File: src/rtl/bshf_pkg.sv
package bshf_pkg;

    typedef enum logic [2:0] {
        KIND_LEFT   = 3'd0,
        KIND_RIGHT  = 3'd1,
        KIND_ARITH  = 3'd2,
        KIND_ROTATE = 3'd3,
        KIND_EXTEND = 3'd4,
        KIND_RSV5   = 3'd5,
        KIND_RSV6   = 3'd6,
        KIND_RSV7   = 3'd7
    } shift_kind_e;

endpackage

File: src/rtl/bshf_rotator.sv
module bshf_rotator #(
    parameter int WIDTH = 32,
    localparam int IDX_W = $clog2(WIDTH)
) (
    input  logic [WIDTH-1:0] word_in,
    input  logic [IDX_W-1:0] rot_amt,
    output logic [WIDTH-1:0] word_out
);

    logic [WIDTH-1:0] stage [0:IDX_W];

    assign stage[0] = word_in;

    for (genvar s = 0; s < IDX_W; s++) begin : g_stage
        localparam int STEP = 1 << s;
        assign stage[s+1] = rot_amt[s]
            ? {stage[s][STEP-1:0], stage[s][WIDTH-1:STEP]}
            : stage[s];
    end

    assign word_out = stage[IDX_W];

    always_comb begin
        AST_ROT_KEEPS_ONES: assert ($countones(word_out) == $countones(word_in));
    end

endmodule

File: src/rtl/bshf_fill_mask.sv
module bshf_fill_mask #(
    parameter int WIDTH = 32,
    localparam int IDX_W = $clog2(WIDTH),
    localparam int CNT_W = IDX_W + 1
) (
    input  logic [CNT_W-1:0] fill_cnt,
    output logic [WIDTH-1:0] hi_mask,
    output logic [WIDTH-1:0] lo_mask
);

    for (genvar i = 0; i < WIDTH; i++) begin : g_bit
        assign hi_mask[i]           = (fill_cnt >= CNT_W'(WIDTH - i));
        assign lo_mask[WIDTH-1-i]   = hi_mask[i];
    end

    always_comb begin
        AST_MASK_WEIGHT: assert ($countones(hi_mask) == int'(fill_cnt));
        AST_MASK_TOP: assert ((fill_cnt == '0) || hi_mask[WIDTH-1]);
    end

endmodule

File: src/rtl/bshf_top.sv
module bshf_top
    import bshf_pkg::*;
#(
    parameter int WIDTH = 32,
    parameter int AMT_W = 8
) (
    input  logic [WIDTH-1:0] data_in,
    input  logic [2:0]       shift_kind,
    input  logic [AMT_W-1:0] shift_dist,
    input  logic             carry_in,
    output logic [WIDTH-1:0] data_out,
    output logic             carry_out
);

    localparam int IDX_W = $clog2(WIDTH);
    localparam int CNT_W = IDX_W + 1;
    localparam logic [AMT_W-1:0] DIST_FULL = AMT_W'(WIDTH);

    shift_kind_e      kind;
    logic             dist_zero;
    logic             dist_over;
    logic [IDX_W-1:0] dist_lo;
    logic [IDX_W-1:0] rot_amt;
    logic [IDX_W-1:0] left_carry_idx;
    logic [IDX_W-1:0] right_carry_idx;
    logic [CNT_W-1:0] fill_cnt;
    logic [WIDTH-1:0] rotated;
    logic [WIDTH-1:0] hi_mask;
    logic [WIDTH-1:0] lo_mask;
    logic             sign_bit;

    assign kind            = shift_kind_e'(shift_kind);
    assign dist_zero       = (shift_dist == '0);
    assign dist_over       = (shift_dist > DIST_FULL);
    assign dist_lo         = shift_dist[IDX_W-1:0];
    assign left_carry_idx  = IDX_W'(0) - dist_lo;
    assign right_carry_idx = dist_lo - IDX_W'(1);
    assign sign_bit        = data_in[WIDTH-1];
    assign fill_cnt        = dist_over ? CNT_W'(WIDTH) : shift_dist[CNT_W-1:0];

    // rotation distance chosen per kind
    always_comb begin
        unique case (kind)
            KIND_LEFT:   rot_amt = left_carry_idx;
            KIND_EXTEND: rot_amt = IDX_W'(1);
            default:     rot_amt = dist_lo;
        endcase
    end

    bshf_rotator #(.WIDTH(WIDTH)) rot_i (
        .word_in  (data_in),
        .rot_amt  (rot_amt),
        .word_out (rotated)
    );

    bshf_fill_mask #(.WIDTH(WIDTH)) mask_i (
        .fill_cnt (fill_cnt),
        .hi_mask  (hi_mask),
        .lo_mask  (lo_mask)
    );

    // per-kind output selection
    always_comb begin
        data_out  = data_in;
        carry_out = carry_in;
        unique case (kind)
            KIND_LEFT: begin
                if (dist_over) begin
                    data_out  = '0;
                    carry_out = 1'b0;
                end else if (!dist_zero) begin
                    data_out  = rotated & ~lo_mask;
                    carry_out = data_in[left_carry_idx];
                end
            end
            KIND_RIGHT: begin
                if (dist_over) begin
                    data_out  = '0;
                    carry_out = 1'b0;
                end else if (!dist_zero) begin
                    data_out  = rotated & ~hi_mask;
                    carry_out = data_in[right_carry_idx];
                end
            end
            KIND_ARITH: begin
                if (!dist_zero) begin
                    data_out  = (rotated & ~hi_mask) | (hi_mask & {WIDTH{sign_bit}});
                    carry_out = dist_over ? sign_bit : data_in[right_carry_idx];
                end
            end
            KIND_ROTATE: begin
                if (!dist_zero) begin
                    data_out  = rotated;
                    carry_out = rotated[WIDTH-1];
                end
            end
            KIND_EXTEND: begin
                data_out  = {carry_in, rotated[WIDTH-2:0]};
                carry_out = data_in[0];
            end
            KIND_RSV5, KIND_RSV6, KIND_RSV7: begin
                data_out  = data_in;
                carry_out = carry_in;
            end
        endcase
    end

    always_comb begin
        AST_ZERO_DIST_PASS: assert (!(dist_zero && shift_kind < 3'd4) ||
                                    (data_out == data_in && carry_out == carry_in));
        AST_RSV_PASS: assert (shift_kind < 3'd5 ||
                              (data_out == data_in && carry_out == carry_in));
        AST_OVER_LOGICAL_ZERO: assert (!(dist_over && shift_kind < 3'd2) ||
                                       (data_out == '0 && !carry_out));
        AST_OVER_ARITH_SIGN: assert (!(dist_over && shift_kind == 3'd2) ||
                                     (data_out == {WIDTH{sign_bit}} && carry_out == sign_bit));
        AST_ROT_CARRY_TOP: assert (!(shift_kind == 3'd3 && !dist_zero) ||
                                   carry_out == data_out[WIDTH-1]);
        AST_EXTEND_CARRY: assert (shift_kind != 3'd4 ||
                                  (carry_out == data_in[0] && data_out[WIDTH-1] == carry_in));
    end

endmodule

File: config.mk
export PLATFORM = sky130hd
export DESIGN_NAME = bshf_top
export DESIGN_NICKNAME = d
export VERILOG_FILES = /design/src/rtl/bshf_pkg.sv /design/src/rtl/bshf_rotator.sv /design/src/rtl/bshf_fill_mask.sv /design/src/rtl/bshf_top.sv
export SDC_FILE = /design/constraint.sdc
export NUM_CORES = 1
export LEC_CHECK = 0
export ABC_AREA = 1
export BUFFER_PORTS_ARGS = -buffer_cell sky130_fd_sc_hd__buf_2
export CAP_MARGIN = 40
export CORE_MARGIN = 2
export CORE_UTILIZATION = 51
export DETAILED_ROUTE_END_ITERATION = 8
export PLACE_DENSITY = 0.72
export SYNTH_ARGS = -nofsm -noshare
export SYNTH_HDL_FRONTEND = slang
export SYNTH_HIERARCHICAL = 1
export SYNTH_SLANG_ARGS = --single-unit
File: constraint.sdc
create_clock -name vclk -period 8.1
set_input_delay 0.405 -clock vclk [all_inputs]
set_output_delay 0.405 -clock vclk [all_outputs]
set_load 0.02 [all_outputs]
## Yosys cells after proc, flatten, opt, wreduce, memory -nomap -nowiden

Index checks and enable logic that the tools add are counted.
Widths: inputs -> output; s select.

- Register bits: 0
- Latch bits: 0
- Memory bits (writable): 0
- ROM bits: 0
- Input port bits: 44
- Output and inout bits: 33
- Logic and storage cells: 79
- Memories: 0

- $add $sub $neg: 2
- Multipliers: 0
- Divide/modulo/power cells: 0
- Order comparisons: 35
- Equality and inequality tests: 7
- Shift-type cells: 0
- Mux-type cells: 26
- Bitwise gates (word level): 6
- Reduce and logical (&&, ||, !) cells: 3

Operator list:

| cell | number |
|---|---|
| $mux 32 | 11 |
| $pmux 32 s6 | 1 |
| $and 32x32->32 | 3 |
| $ge 6x5->1 const B | 16 |
| $not 32->32 | 2 |
| $ge 6x4->1 const B | 8 |
| $or 32x32->32 | 1 |
| $ge 6x3->1 const B | 4 |
| $eq 3x3->1 const B | 4 |
| $ge 6x2->1 const B | 2 |
| $lt 5x6->1 const B | 2 |
| $bmux 1 s5 | 2 |
| $pmux 5 s2 | 1 |
| $mux 1 | 9 |
| $gt 8x6->1 const B | 1 |
| $logic_not 8->1 | 1 |
| $eq 3x2->1 const B | 2 |
| $ge 6x1->1 const B | 1 |
| $ge 6x6->1 const B | 1 |
| $mux 6 | 1 |
| $pmux 1 s6 | 1 |
| $sub 1x5->5 const A | 1 |
| $sub 5x1->5 const B | 1 |
| $eq 3x1->1 const B | 1 |
| 2 further kinds | 2 |

## Depth between registers and ports, before layout

Gate-level depths: netlist of the first run.

- Depth after elaboration: 11
- Depth in mapped cells: 22
- Gate-level depth less buffers: 18

## By module

The synthesis of the first run kept the hierarchy.

Modules (own cells, without submodules):

| module | instances | cells each | area an instance (µm²) | seq. area each (µm²) |
|---|---|---|---|---|
| bshf_top | 1 | 655 | 3,166.8 | 0.0 |
| bshf_rotator | 1 | 392 | 1,974.4 | 0.0 |
| bshf_fill_mask | 1 | 104 | 568.0 | 0.0 |

## Least setup slack after synthesis of the first run

No wires, ideal clock.

- Path kind: input to output
- Start: in shift_dist[0]
- End: out data_out[3]
- Arrival time: 3.161 ns
- Data required time: 7.695 ns
- Slack: 4.534 ns
- Stages on the path: 19
- Buffers on the path: 6
- Cell sequence: buf_2 -> inv_1 -> buf_2 -> ha_1 -> buf_2 -> clkinv_1 -> buf_2 -> o22ai_1 -> buf_2 -> buf_2 -> nand3_1 -> nand3_1 -> nand3_1 -> nand3_1 -> nand2_1 -> o21ai_0 -> o21ai_0 -> o21ai_0 -> o2111ai_1

- Elaborated cells between the ends (all ways): 25
- Classes of those cells: add/sub (1); order compare (3); mux (14); bitwise (6); reduce/logical (1)

RTL lines:

| what | line | RTL |
|---|---|---|
| from (decl) | bshf_top.sv:9 | `input logic [AMT_W-1:0] shift_dist,` |
| $sub 1x5->5 * | bshf_top.sv:36 | `assign left_carry_idx = IDX_W'(0) - dist_lo;` |
| $pmux 5 s2 * | bshf_top.sv:43 | `unique case (kind)` |
| net rot_amt[1] | bshf_top.sv:23 | `logic [IDX_W-1:0] rot_amt;` |
| $mux 32 * (4 in series) | bshf_rotator.sv:17 | `? {stage[s][STEP-1:0], stage[s][WIDTH-1:STEP]}` |
| net rotated[3] | bshf_top.sv:27 | `logic [WIDTH-1:0] rotated;` |
| $and 32x32->32 (on tied branches) | bshf_top.sv:81, bshf_top.sv:87, bshf_top.sv:72 |  |
| $or 32x32->32, or another cell as far along | bshf_top.sv:87 | `data_out = (rotated & ~hi_mask) \| (hi_mask & {WIDTH{sign_bit}});` |
| $mux 32 (on tied branches) | bshf_top.sv:86, bshf_top.sv:68, bshf_top.sv:77 |  |
| $pmux 32 s6 * | bshf_top.sv:66 | `unique case (kind)` |
| to (decl) | bshf_top.sv:11 | `output logic [WIDTH-1:0] data_out,` |

Mark *: on every way through the listed nets, which the timed path passes. The rest lies on a longest branch.

## Worst setup path after layout of the first run

- Start: in shift_dist[0]
- End: out data_out[20]

The elaborated chain is that of the path after synthesis.

==> results of run 1 <==
path summary, 6_finish.rpt:
check                          from           end  cells after the start
worst max-delay path  shift_dist[0]  data_out[20]                     19
worst min-delay path       carry_in     carry_out                      6
cell type report:
| type | count | area (um^2) | area share [%] |
|---|---|---|---|
| Tap cell | 140 | 175 | 3.03 |
| Multi-Input combinational cell | 932 | 4620 | 80.0 |
| Timing Repair Buffer | 93 | 593 | 10.3 |
| Inverter | 101 | 387 | 6.69 |
metrics by stage:
step                cells  power, mW  util, %
finish               1266      0.476     53.1
global route         1266      0.512     53.1
CTS                  1265      0.457     53.0
detailed placement   1265      0.455     53.0
global placement     1260      0.447     51.9
floorplan            1151      0.329        -
per-layer routing:
metal	up-vias	wire, um	track usage (%)	part of all wire (%)
met5	-	0	0	0
met4	0	1450	19.3	5.9
met3	99	3870	7.35	16
met2	709	9900	56.6	40
met1	3712	9380	56.3	38
li1	3902	-	-	-
logic make-up after synthesis:
kind of cell | Yosys count
adder cells (fa/ha/maj) | 1
buffers and inverters | 219
AO/OA/AOI/OAI | 192
AND/OR/NAND/NOR | 739
power breakdown:
| group | total, mW | internal [mW] | switching [mW] |
|---|---|---|---|
| sequential | 0 | 0 | 0 |
| combinational | 0.476 | 0.139 | 0.337 |
| clock | 0 | 0 | 0 |
worst max-delay path, stage by stage:
cell	delay, ns
buf_2	0.46
inv_1	0.59
ha_1	0.82
clkinv_1	0.60
o22ai_2	0.65
buf_4	0.36
inv_2	0.28
nand3_1	0.22
nand3_1	0.15
nand3_1	0.13
nand3_1	0.08
nand2_1	0.19
inv_1	0.12
o21ai_0	0.17
nand2_1	0.07
nand2_1	0.07
nand2_1	0.05
o2111ai_1	0.07
buf_2	0.20
cell usage after synthesis:
cell and count:
nand2_1 207, o21ai_1 6, buf_12 2, nand4_1 22, inv_1 86, clkbuf_2 1, nand3_2 1, nor2_1 82
o21ai_2 3, nor2_2 3, buf_4 39, buf_8 1, ha_1 1, o211ai_1 10, inv_2 11, o2111ai_1 4
o21a_1 8, o21ai_0 61, nand3_1 377, buf_6 5, clkbuf_1 24, a211oi_1 17, a21boi_0 2, nand3b_1 5
clkinv_1 3, nand2_2 36, nor2_4 4, o22ai_1 39, buf_1 3, a21oi_1 42, inv_8 1, nor3_1 2
buf_2 43
==> results_dict.tcl, run 1 <==
set metrics [dict create \
    finalSetupViolations 0 \
    grt_pass1_wl_um 37400 \
    status "finished, final reports clean" \
    worst_pin_slew_ns 0.976 \
    core_area_mm2 0.0109 \
    critPathCaptureType "output pin" \
    postSynthCellCount 1151 \
    seq_cells 0 \
    path_class "in -> out" \
    ys_warn_count 6 \
    critical_path.max_fanout 37 \
    synthXorXnorAreaFrac_pct 0 \
    worst_setup_path_start_kind "input port" \
    start_util_pct 52.4 \
    synthesis.nets 1196 \
    ios 77 \
    nClkBuffers 0 \
    synthAdderAreaFrac_pct 0.219 \
    die_w_um 110 \
    dpl_worst_slack_ns 2.24 \
    vias 8422 \
    fin_nets 1173 \
    seq_area_um2 0 \
    vias_per_cell 6.65 \
    grt_overflow 0 \
    worst_slack_ns 1.96 \
    place.gp.congestion 1.05 \
    place_hpwl_um 18500 \
    hp-class "in -> out" \
    final_hold_viol_count 0 \
    rsz0062_at_grt "no" \
    crit_arrival_ns 5.73 \
    antenna_cells 0 \
    track_usage_pct 39.7 \
    ys_types 33 \
    drt-total-wl_um 24600 \
    p_leak_nw 2.83 \
    p_per_area_mw_per_mm2 82.4 \
    row_count 38 \
    layout_commonest_cell "nand3_1" \
    syn-cell-area_mm2 0.00571 \
    synth.area.mux_share_pct 0 \
    die_h_um 110 \
    slew_viol_final 0 \
    antenna_found_initial 0 \
    synthTopCellsByArea "nand3_1 33%, nand2_1 14%, inv_1 5.7%, nor2_1 5.4%, o21ai_0 5.3%" \
    wire_per_inst_um 19.4 \
    fin_crit_ns 6.14 \
    setup_tns_ns 0 \
    synth_top_area_share_pct 33.0 \
    post_cts_resized 0 \
    period_share_pct 75.7 \
    synth-compound-area-share_pct 19.8 \
    synth_area_leader_cell "nand3_1" \
    max_freq_mhz 163 \
    drcViolationCount 0 \
    synthToLayoutAreaGrowth_pct 1.23 \
    drtIter0Drc 1573 \
    slew-limit-headroom_pct 34.9 \
    fillers 1228 \
    post_dp_cell_area_mm2 0.00577 \
    cp.required_ns 7.70 \
    port_buffers 77 \
    drive_gt1_share_pct 13.9 \
    drt_first_pass_iters 6 \
    synth_top_family_by_area "simple AND/OR/NAND/NOR gates" \
    grt_max_degree 96 \
    fin_area_mm2 0.00578 \
    ir_worst_vdd_mv 0.0391 \
    most-common-layout-cells "377 x nand3_1, 207 x nand2_1, 86 x inv_1, 81 x nor2_1, 77 x buf_2" \
    hold_buffers 0 \
    first_global_vias 6810 \
    yosys.area_share.simple_pct 60.5 \
    avgSynthCellArea_um2 4.96 \
    post-cts-setup-buffers 0 \
    max-cap-violations 0 \
    hold_slack_ns 1.32 \
    seq_area_frac_synth_pct 0 \
    die-area_mm2 0.0121 \
    postRouteAntennaNets 0 \
]
Power figures use the tool's default switching activity.
==> run 2, diff against run 1 <==
==> constraint.sdc (replaced) <==
create_clock -name vclk -period 5.8
set_input_delay 0.29 -clock vclk [all_inputs]
set_output_delay 0.29 -clock vclk [all_outputs]
set_load 0.02 [all_outputs]
==> run 2 against run 1 <==
Die area stayed put. Sequential share of layout area is the same. Via count up 0.14%. Combinational power is 41% higher. Worst hold slack got worse by 0.24 ns. Non-clock buffer count is 4 higher. Global-route usage shrank 0.31 points. Cell count rose by 0.32%. Critical path type unchanged.
==> results_dict.tcl, run 2 (synthesis gave the netlist of run 1 again) <==
set metrics [dict create \
    crit_family "buffers and inverters" \
    hp-class "in -> out" \
    die_w_um 110 \
    antenna_cells 0 \
    min-delay-start "shift_kind[0]" \
    core_area_mm2 0.0109 \
    vias_per_cell 6.64 \
    fillers 1209 \
    grt_max_degree 70 \
    status "finished, final reports clean" \
    place_hpwl_um 18300 \
    row_count 38 \
    seq_area_um2 0 \
    crit_chain "buf_2, inv_1, buf_4, ha_1, clkinv_1, o22ai_2, buf_4, inv_2, nand3_1, nand3_1, nand3_1, nand3_1, nand2_1, nor2_1, a211oi_1, nand2_1, nand4_1, buf_2" \
    wire_per_inst_um 19.1 \
    start_util_pct 52.4 \
    final_hold_viol_count 0 \
    path_class "in -> out" \
    post-cts-setup-buffers 0 \
    hold_slack_ns 1.08 \
    port_buffers 77 \
    track_usage_pct 39.4 \
    worst_setup_path_start_kind "input port" \
    hold_end "carry_out" \
    critPathSlowestCell "ha_1" \
    drcViolationCount 0 \
    crit_path_max_incr_delay_ns 0.67 \
    fin_nets 1177 \
    fin_crit_ns 4.64 \
    post_cts_resized 0 \
    max_freq_mhz 216 \
    period_share_pct 80.0 \
    max-cap-violations 0 \
    min_path_cells 5 \
    grt_overflow 0 \
    setup_tns_ns 0 \
    rsz0062_at_grt "no" \
    die-area_mm2 0.0121 \
    seq_cells 0 \
    postRouteAntennaNets 0 \
    worst_pin_slew_ns 0.687 \
    grt_pass1_wl_um 37400 \
    vias 8434 \
    most-common-layout-cells "377 x nand3_1, 207 x nand2_1, 86 x inv_1, 81 x nor2_1, 77 x buf_2" \
    drive_gt1_share_pct 14.2 \
    drt-total-wl_um 24300 \
    cp.required_ns 5.51 \
    p_per_area_mw_per_mm2 115 \
    slew_viol_final 0 \
    crit_top_cell "nand3_1" \
    multi_input_comb_area_mm2 0.00462 \
    hold_buffers 0 \
    ir_worst_vdd_mv 0.0597 \
    crit_arrival_ns 4.35 \
    finalSetupViolations 0 \
    drt_first_pass_iters 6 \
    crit_buf_inv 7 \
    die_h_um 110 \
    antenna_found_initial 0 \
    p_leak_nw 2.85 \
    synthToLayoutAreaGrowth_pct 2.10 \
    nClkBuffers 0 \
    layout_commonest_cell "nand3_1" \
    ios 77 \
    critical_path.max_fanout 37 \
    first_global_vias 7027 \
    slew-limit-headroom_pct 54.2 \
    critPathCaptureType "output pin" \
    place.gp.congestion 1.04 \
    drtIter0Drc 1457 \
]
run 2: stage by stage:
step	cells	worst slack [ns]	total power, mW	area [um^2]	util [%]
4_1_cts	1270	1.36	0.643	5830	53.5
3_3_place_gp	1263	1.34	0.623	5670	52.1
2_1_floorplan	1151	2.46	0.459	5710	-
3_5_place_dp	1270	1.40	0.641	5830	53.5
5_1_grt	1270	0.934	0.719	5830	53.5
6_report	1270	1.16	0.671	5830	53.5
run 2: worst max-delay path by stage:
stage | startpoint | endpoint | cells after the start
floorplan | shift_dist[0] | data_out[3] | 19
global placement | shift_dist[0] | data_out[16] | 18
detailed placement | shift_dist[0] | data_out[26] | 18
CTS | shift_dist[0] | data_out[26] | 18
global route | shift_dist[0] | data_out[20] | 20
finish | shift_dist[0] | data_out[26] | 18
run 2: worst min-delay path, delay by kind of cell:
family | cells | cell delay, ns
and+or+nand+nor | 3 | 0.23
buffers and inverters | 2 | 0.26
run 2: metal layers:
metal	global-route usage (%)	share of wire (%)	vias up
met2	58.6	41	690
met4	18.4	6.0	0
met3	8.00	16	116
li1	-	-	3910
met5	0	0	-
met1	53.8	37	3718
run 2: cell type report:
| type | count | area share (%) |
|---|---|---|
| multi-input combinational | 932 | 79.3 |
| timing repair buffer | 97 | 11.0 |
| inverter | 101 | 6.63 |
| tap | 140 | 3.00 |
run 2: power by group:
group          leakage [nW]  switching [mW]  internal, mW  total (mW)
registers                 0               0             0           0
clock network             0               0             0           0
logic                  2.85           0.472         0.199       0.671
